===== config.mk =====
export PLATFORM = sky130hd
export DESIGN_NAME = byte_chain_scrambler
export DESIGN_NICKNAME = d
export VERILOG_FILES = /design/src/rtl/bcs_pkg.sv /design/src/rtl/bcs_fwd_path.sv /design/src/rtl/bcs_inv_path.sv /design/src/rtl/bcs_chain_regs.sv /design/src/rtl/bcs_out_stage.sv /design/src/rtl/byte_chain_scrambler.sv
export SDC_FILE = /design/constraint.sdc
export NUM_CORES = 1
export LEC_CHECK = 0
export BUFFER_PORTS_ARGS = -buffer_cell sky130_fd_sc_hd__buf_2
export CORE_ASPECT_RATIO = 0.9
export CORE_MARGIN = 3
export CORE_UTILIZATION = 40
export DETAILED_ROUTE_END_ITERATION = 7
export PLACE_DENSITY = 0.6
export SYNTH_ARGS = -nofsm -noshare
export SYNTH_HDL_FRONTEND = slang
export SYNTH_HIERARCHICAL = 1
export SYNTH_SLANG_ARGS = --single-unit

===== constraint.sdc =====
create_clock -name clk -period 3.3 [get_ports clk]
set_input_delay 0.66 -clock clk [delete_from_list [all_inputs] [get_ports clk]]
set_output_delay 0.66 -clock clk [all_outputs]
set_load 0.02 [all_outputs]

===== src/rtl/bcs_pkg.sv =====
package bcs_pkg;
  localparam int BYTE_W = 8;
  typedef logic [BYTE_W-1:0] byte_t;

  typedef enum logic {
    DIR_FWD = 1'b0,
    DIR_INV = 1'b1
  } dir_e;

  localparam byte_t SEED_A = 8'h9B;
  localparam byte_t SEED_B = 8'h54;

  localparam byte_t K_X0 = 8'h2B;
  localparam byte_t K_S0 = 8'h05;
  localparam byte_t K_X1 = 8'h35;
  localparam byte_t K_S1 = 8'h39;
  localparam byte_t K_X2 = 8'h5A;
  localparam byte_t K_S2 = 8'hB0;
  localparam byte_t K_X3 = 8'h38;
  localparam byte_t K_S3 = 8'h45;
endpackage


===== src/rtl/bcs_fwd_path.sv =====
module bcs_fwd_path
  import bcs_pkg::*;
(
  input  byte_t din,
  input  byte_t key_a,
  input  byte_t key_b,
  output byte_t dout
);
  byte_t mid;

  always_comb begin
    mid  = (((din ^ key_b ^ K_X0) - K_S0) ^ K_X1) - K_S1;
    dout = (((mid ^ key_a ^ K_X2) - K_S2) ^ K_X3) - K_S3;
  end
endmodule


===== src/rtl/bcs_inv_path.sv =====
module bcs_inv_path
  import bcs_pkg::*;
(
  input  byte_t din,
  input  byte_t key_a,
  input  byte_t key_b,
  output byte_t dout
);
  byte_t mid;

  always_comb begin
    mid  = ((((din + K_S3) ^ K_X3) + K_S2) ^ K_X2) ^ key_a;
    dout = ((((mid + K_S1) ^ K_X1) + K_S0) ^ K_X0) ^ key_b;
  end
endmodule


===== src/rtl/bcs_chain_regs.sv =====
module bcs_chain_regs
  import bcs_pkg::*;
#(
  parameter byte_t INIT_A = SEED_A,
  parameter byte_t INIT_B = SEED_B
) (
  input  logic  clk,
  input  logic  rst,
  input  logic  load,
  input  logic  restart,
  input  dir_e  dir,
  input  byte_t din,
  input  byte_t result,
  output byte_t cur_a,
  output byte_t cur_b
);
  byte_t reg_a, reg_b;

  assign cur_a = restart ? INIT_A : reg_a;
  assign cur_b = restart ? INIT_B : reg_b;

  always_ff @(posedge clk) begin
    if (rst) begin
      reg_a <= INIT_A;
      reg_b <= INIT_B;
    end else if (load) begin
      if (dir == DIR_FWD) begin
        reg_a <= din;
        reg_b <= result;
      end else begin
        reg_a <= result;
        reg_b <= din;
      end
    end
  end


  fwd_update_chk: assert property (@(posedge clk) disable iff (rst)
    (load && dir == DIR_FWD) |=> (reg_a == $past(din) && reg_b == $past(result)));


  inv_update_chk: assert property (@(posedge clk) disable iff (rst)
    (load && dir == DIR_INV) |=> (reg_a == $past(result) && reg_b == $past(din)));


  idle_hold_chk: assert property (@(posedge clk) disable iff (rst)
    !load |=> ($stable(reg_a) && $stable(reg_b)));
endmodule


===== src/rtl/bcs_out_stage.sv =====
module bcs_out_stage
  import bcs_pkg::*;
(
  input  logic  clk,
  input  logic  rst,
  input  logic  offer,
  input  byte_t din,
  output logic  take,
  output logic  out_valid,
  input  logic  out_ready,
  output byte_t out_data
);
  assign take = !out_valid || out_ready;

  always_ff @(posedge clk) begin
    if (rst) begin
      out_valid <= 1'b0;
      out_data  <= '0;
    end else if (take) begin
      out_valid <= offer;
      if (offer) out_data <= din;
    end
  end


  accept_to_out_chk: assert property (@(posedge clk) disable iff (rst)
    (offer && take) |=> (out_valid && out_data == $past(din)));


  hold_stable_chk: assert property (@(posedge clk) disable iff (rst)
    (out_valid && !out_ready) |=> (out_valid && $stable(out_data)));


  drain_chk: assert property (@(posedge clk) disable iff (rst)
    (out_ready && !offer) |=> !out_valid);
endmodule


===== src/rtl/byte_chain_scrambler.sv =====
module byte_chain_scrambler
  import bcs_pkg::*;
(
  input  logic        clk,
  input  logic        rst,
  input  logic        dir,
  input  logic        in_valid,
  output logic        in_ready,
  input  logic        in_sop,
  input  logic [7:0]  in_data,
  output logic        out_valid,
  input  logic        out_ready,
  output logic [7:0]  out_data
);
  dir_e  dir_sel;
  byte_t key_a, key_b, fwd_res, inv_res, result;
  logic  accept;

  assign dir_sel = dir_e'(dir);
  assign accept  = in_valid && in_ready;
  assign result  = (dir_sel == DIR_FWD) ? fwd_res : inv_res;

  bcs_chain_regs #(.INIT_A(SEED_A), .INIT_B(SEED_B)) u_chain (
    .clk(clk), .rst(rst), .load(accept), .restart(in_sop), .dir(dir_sel),
    .din(in_data), .result(result), .cur_a(key_a), .cur_b(key_b)
  );

  bcs_fwd_path u_fwd (.din(in_data), .key_a(key_a), .key_b(key_b), .dout(fwd_res));
  bcs_inv_path u_inv (.din(in_data), .key_a(key_a), .key_b(key_b), .dout(inv_res));

  bcs_out_stage u_out (
    .clk(clk), .rst(rst), .offer(in_valid), .din(result), .take(in_ready),
    .out_valid(out_valid), .out_ready(out_ready), .out_data(out_data)
  );


  sop_seed_chk: assert property (@(posedge clk) disable iff (rst)
    in_sop |-> (key_a == SEED_A && key_b == SEED_B));


  reset_idle_chk: assert property (@(posedge clk)
    rst |=> (!out_valid && in_ready));
endmodule


==> impl_summary.log <==
[metrics] CTS tree: yes
[metrics] result of the run: completed
[metrics] DRT Wirelength: 5450 um
[metrics] Die Outline Area: 7020 um2
[metrics] clock-pin slew reported for the worst setup and hold paths after clock tree synthesis: 80 ps
[metrics] count of hold buffers inserted by post-cts repair: 0
[metrics] Storage cell area: 500 um2
[metrics] max-slew headroom at the worst pin: 0.525
[metrics] first-iteration detailed-routing DRC count: 68
[metrics] Layout Cell Area excl Fill: 3020 um2
[metrics] Die W: 88.0 um
[metrics] global-route track usage on met1: 0.224
[metrics] sequence of cells on the critical path: buf_2, buf_4, or2_2, xor2_1, xnor2_1, or3_1, a211o_1, or4_1, o311ai_1, mux2_4, mux2i_1, a211oi_1
[metrics] total setup violations reported at the end of the flow: 0
[metrics] kind of critical path: in -> reg
[metrics] Critical Path Fanout Max: 10
[metrics] post-CTS sizing: 0
[metrics] Antenna diodes: 0
[metrics] Hold/Removal Path Class: reg -> reg
[metrics] setup_tns: 0 ps
[metrics] Synth Net Count: 286
[metrics] clk sinks: 25
[metrics] flops & latches, synth: 25
[metrics] starting density of the core: 0.420
[metrics] mean cell area of the mapped netlist: 9.10 um2
[metrics] placement-stage cell area: 2920 um2
[metrics] Port Buf Inserts: 23
[metrics] largest net degree at the start of global routing: 27
[metrics] share of the core filled with cells: 0.524
[metrics] Worst Tran Pin Value: 712 ps
[metrics] GRT Overall Usage: 0.168
[metrics] Period Utilization, post-route: 0.944
[metrics] area used by multi-input combinational logic: 1860 um2
[metrics] average wire per cell in the routed design: 13.6 um
[metrics] antenna violation net count after detailed routing: 0
[metrics] filler cell count: 560
[metrics] number of global-route vias before repair: 1999
[metrics] slowest stage delay, CP: 470 ps
[metrics] CP Data Arrival Time: 3300 ps
[metrics] cell with the largest stage delay on the worst path: or4_1
[metrics] total number of vias: 2025
[metrics] required time reported for the critical path endpoint: 3490 ps
[metrics] type of destination of the critical path: flip-flop
[metrics] clock tree root driver cell: clkbuf_8
[metrics] power density normalized to cell area: 520 nW/um2
[metrics] total DRC errors in the routed layout: 0
[metrics] static power due to leakage: 1.28 nW
[metrics] first-pass GRT wire length: 9440 um
[metrics] relative area change from synthesis to final layout: 24.5%
[metrics] post-detail-place hpwl: 4490 um
[metrics] buffer levels on the longest clock path: 2
[metrics] Yosys warning count: 6
[metrics] unrepaired setup endpoints after global routing: no
[metrics] sequential-to-total area share from yosys stat: 0.207
[metrics] TritonCTS Buffers: 3
[metrics] number of max-cap violations: 0
[metrics] total number of nets in the final design: 351
[metrics] maximum vdd ir drop: 0.000209 V
[metrics] final-report max-slew violation count: 0
[metrics] worst-skew pair later-pin latency: 270 ps
[metrics] Worst Skew: 2.80 ps
[metrics] Final Power: 0.00157 W
[metrics] number of instances in the synthesized netlist: 266
[metrics] vias per inst: 5.06
[metrics] routability cong.: 0.800
[metrics] core outline area: 5760 um2
[metrics] number of rows created at floorplan: 26
[metrics] global-route met2 utilization: 0.295
[metrics] post-CTS setup buffer count: 0
[metrics] count of boundary I/O pins: 24
[metrics] fin crit period: 3120 ps
[metrics] number of distinct library cells after synthesis: 48
[metrics] element type at the critical path start: input port
[metrics] length of the first detailed-routing pass in iterations: 4
[metrics] highest clock rate: 0.321 GHz
[metrics] antenna violations before repair: 0
[metrics] overflow left after global routing: 0
[metrics] met3 track utilization from global routing: 0.0248
[metrics] most crowded layer after global routing: met2
[metrics] die height: 79.8 um
[metrics] fraction of layout cells with a size suffix above 1: 0.385
[metrics] H-tree lvl count: 1
[metrics] post-synth design cell area: 2420 um2
[metrics] Final Hold Vio Count: 0
metal layers:
metal	wire (um)	part of all wire	vias up
li1	-	-	1056
met1	2580	0.47	952
met2	2760	0.51	17
met3	114	0.021	0
met4	0	0	0
met5	0	0	-
worst max-delay path: cells and delay by family:
family | cells | cell delay (ps)
AND/OR/NAND/NOR | 3 | 1130
buffers and inverters | 2 | 310
multiplexers | 2 | 270
AO/OA/AOI/OAI | 3 | 620
XOR/XNOR | 2 | 310
cell type report:
| type | count | area share |
|---|---|---|
| clock buffer | 4 | 0.0149 |
| inverter | 4 | 0.00498 |
| multi-input combinational | 222 | 0.617 |
| sequential | 25 | 0.166 |
| tap | 70 | 0.0290 |
| timing repair buffer | 75 | 0.168 |
power breakdown:
| part | switching (W) | internal, W |
|---|---|---|
| logic | 0.000470 | 0.000545 |
| registers | 0.0000234 | 0.000350 |
| clock network | 0.0000935 | 0.0000864 |
| total | 0.000587 | 0.000981 |
state kept, by name (all words and copies together), names as in the netlist:
name / count
u_chain/reg_a: 8
u_chain/reg_b: 8
u_out/out_data: 8
u_out/out_valid: 1
stage by stage:
stage | worst slack [ps] | hold slack [ps] | instances
finish | 185 | 493 | 400
detailed placement | -182 | 480 | 396
global route | 5.62 | 524 | 400
floorplan | 0.671 | 459 | 266
CTS | 91.7 | 494 | 400
global placement | -140 | 471 | 396
placed cells by master, fill, tap and decap left out, drive strengths merged, types with 10 or more instances in the layout:
master,Yosys,layout
mux2i,18,18
xor2,17,17
nor2,15,15
nor3,10,10
buf,12,75
xnor2,40,40
nand3,14,14
nor2b,11,11
dfxtp,25,25
a21oi,18,18
cell families after synthesis:
kind of cell,Yosys count,synth area share
AND/OR/NAND/NOR,83,0.187
XOR/XNOR,59,0.243
multiplexers,26,0.126
adder cells (fa/ha/maj),6,0.0310
buffers and inverters,19,0.0574
AO/OA/AOI/OAI,48,0.150
flip-flops,25,0.207
cells in the mapped netlist, drive strengths merged:
cell     instances  area [um2]
or4              1        7.51
nor4             1        6.26
nand3           14        70.1
or4b             1        10.0
a21o             2        17.5
nor3            10        50.1
nand2            9        33.8
nand4b           1        8.76
a31oi            4        25.0
a211o            1        8.76
or3              1        6.26
clkbuf           3        11.3
a221o            1        10.0
a21bo            8        80.1
nand2b           3        26.3
a311oi           1        8.76
a21oi           18         120
nand4            4        25.0
xnor2           40         365
a211oi           8        60.1
o21ai            3        15.0
dfxtp           25         500
or2              9        56.3
and4             1        8.76
a2111oi          1        8.76
mux2i           18         184
xor3             1        23.8
inv              4        15.0
mux2             8         120
nor2b           11        68.8
buf             12         113
xor2            17         175
ha               6        75.1
xnor3            1        23.8
and2             2        15.0
o311ai           1        8.76
nor2            15        58.8
worst paths after layout:
path                         start                to  slack (ps)  cells after the start
hold / removal    u_chain/reg_b[1]  u_chain/reg_b[1]         490                      2
hold reg to reg   u_chain/reg_b[1]  u_chain/reg_b[1]         490                      2
setup reg to reg  u_chain/reg_b[2]  u_chain/reg_a[7]         450                     12
setup / recovery            in_sop  u_chain/reg_b[7]         180                     12
Power figures use the tool's default switching activity.
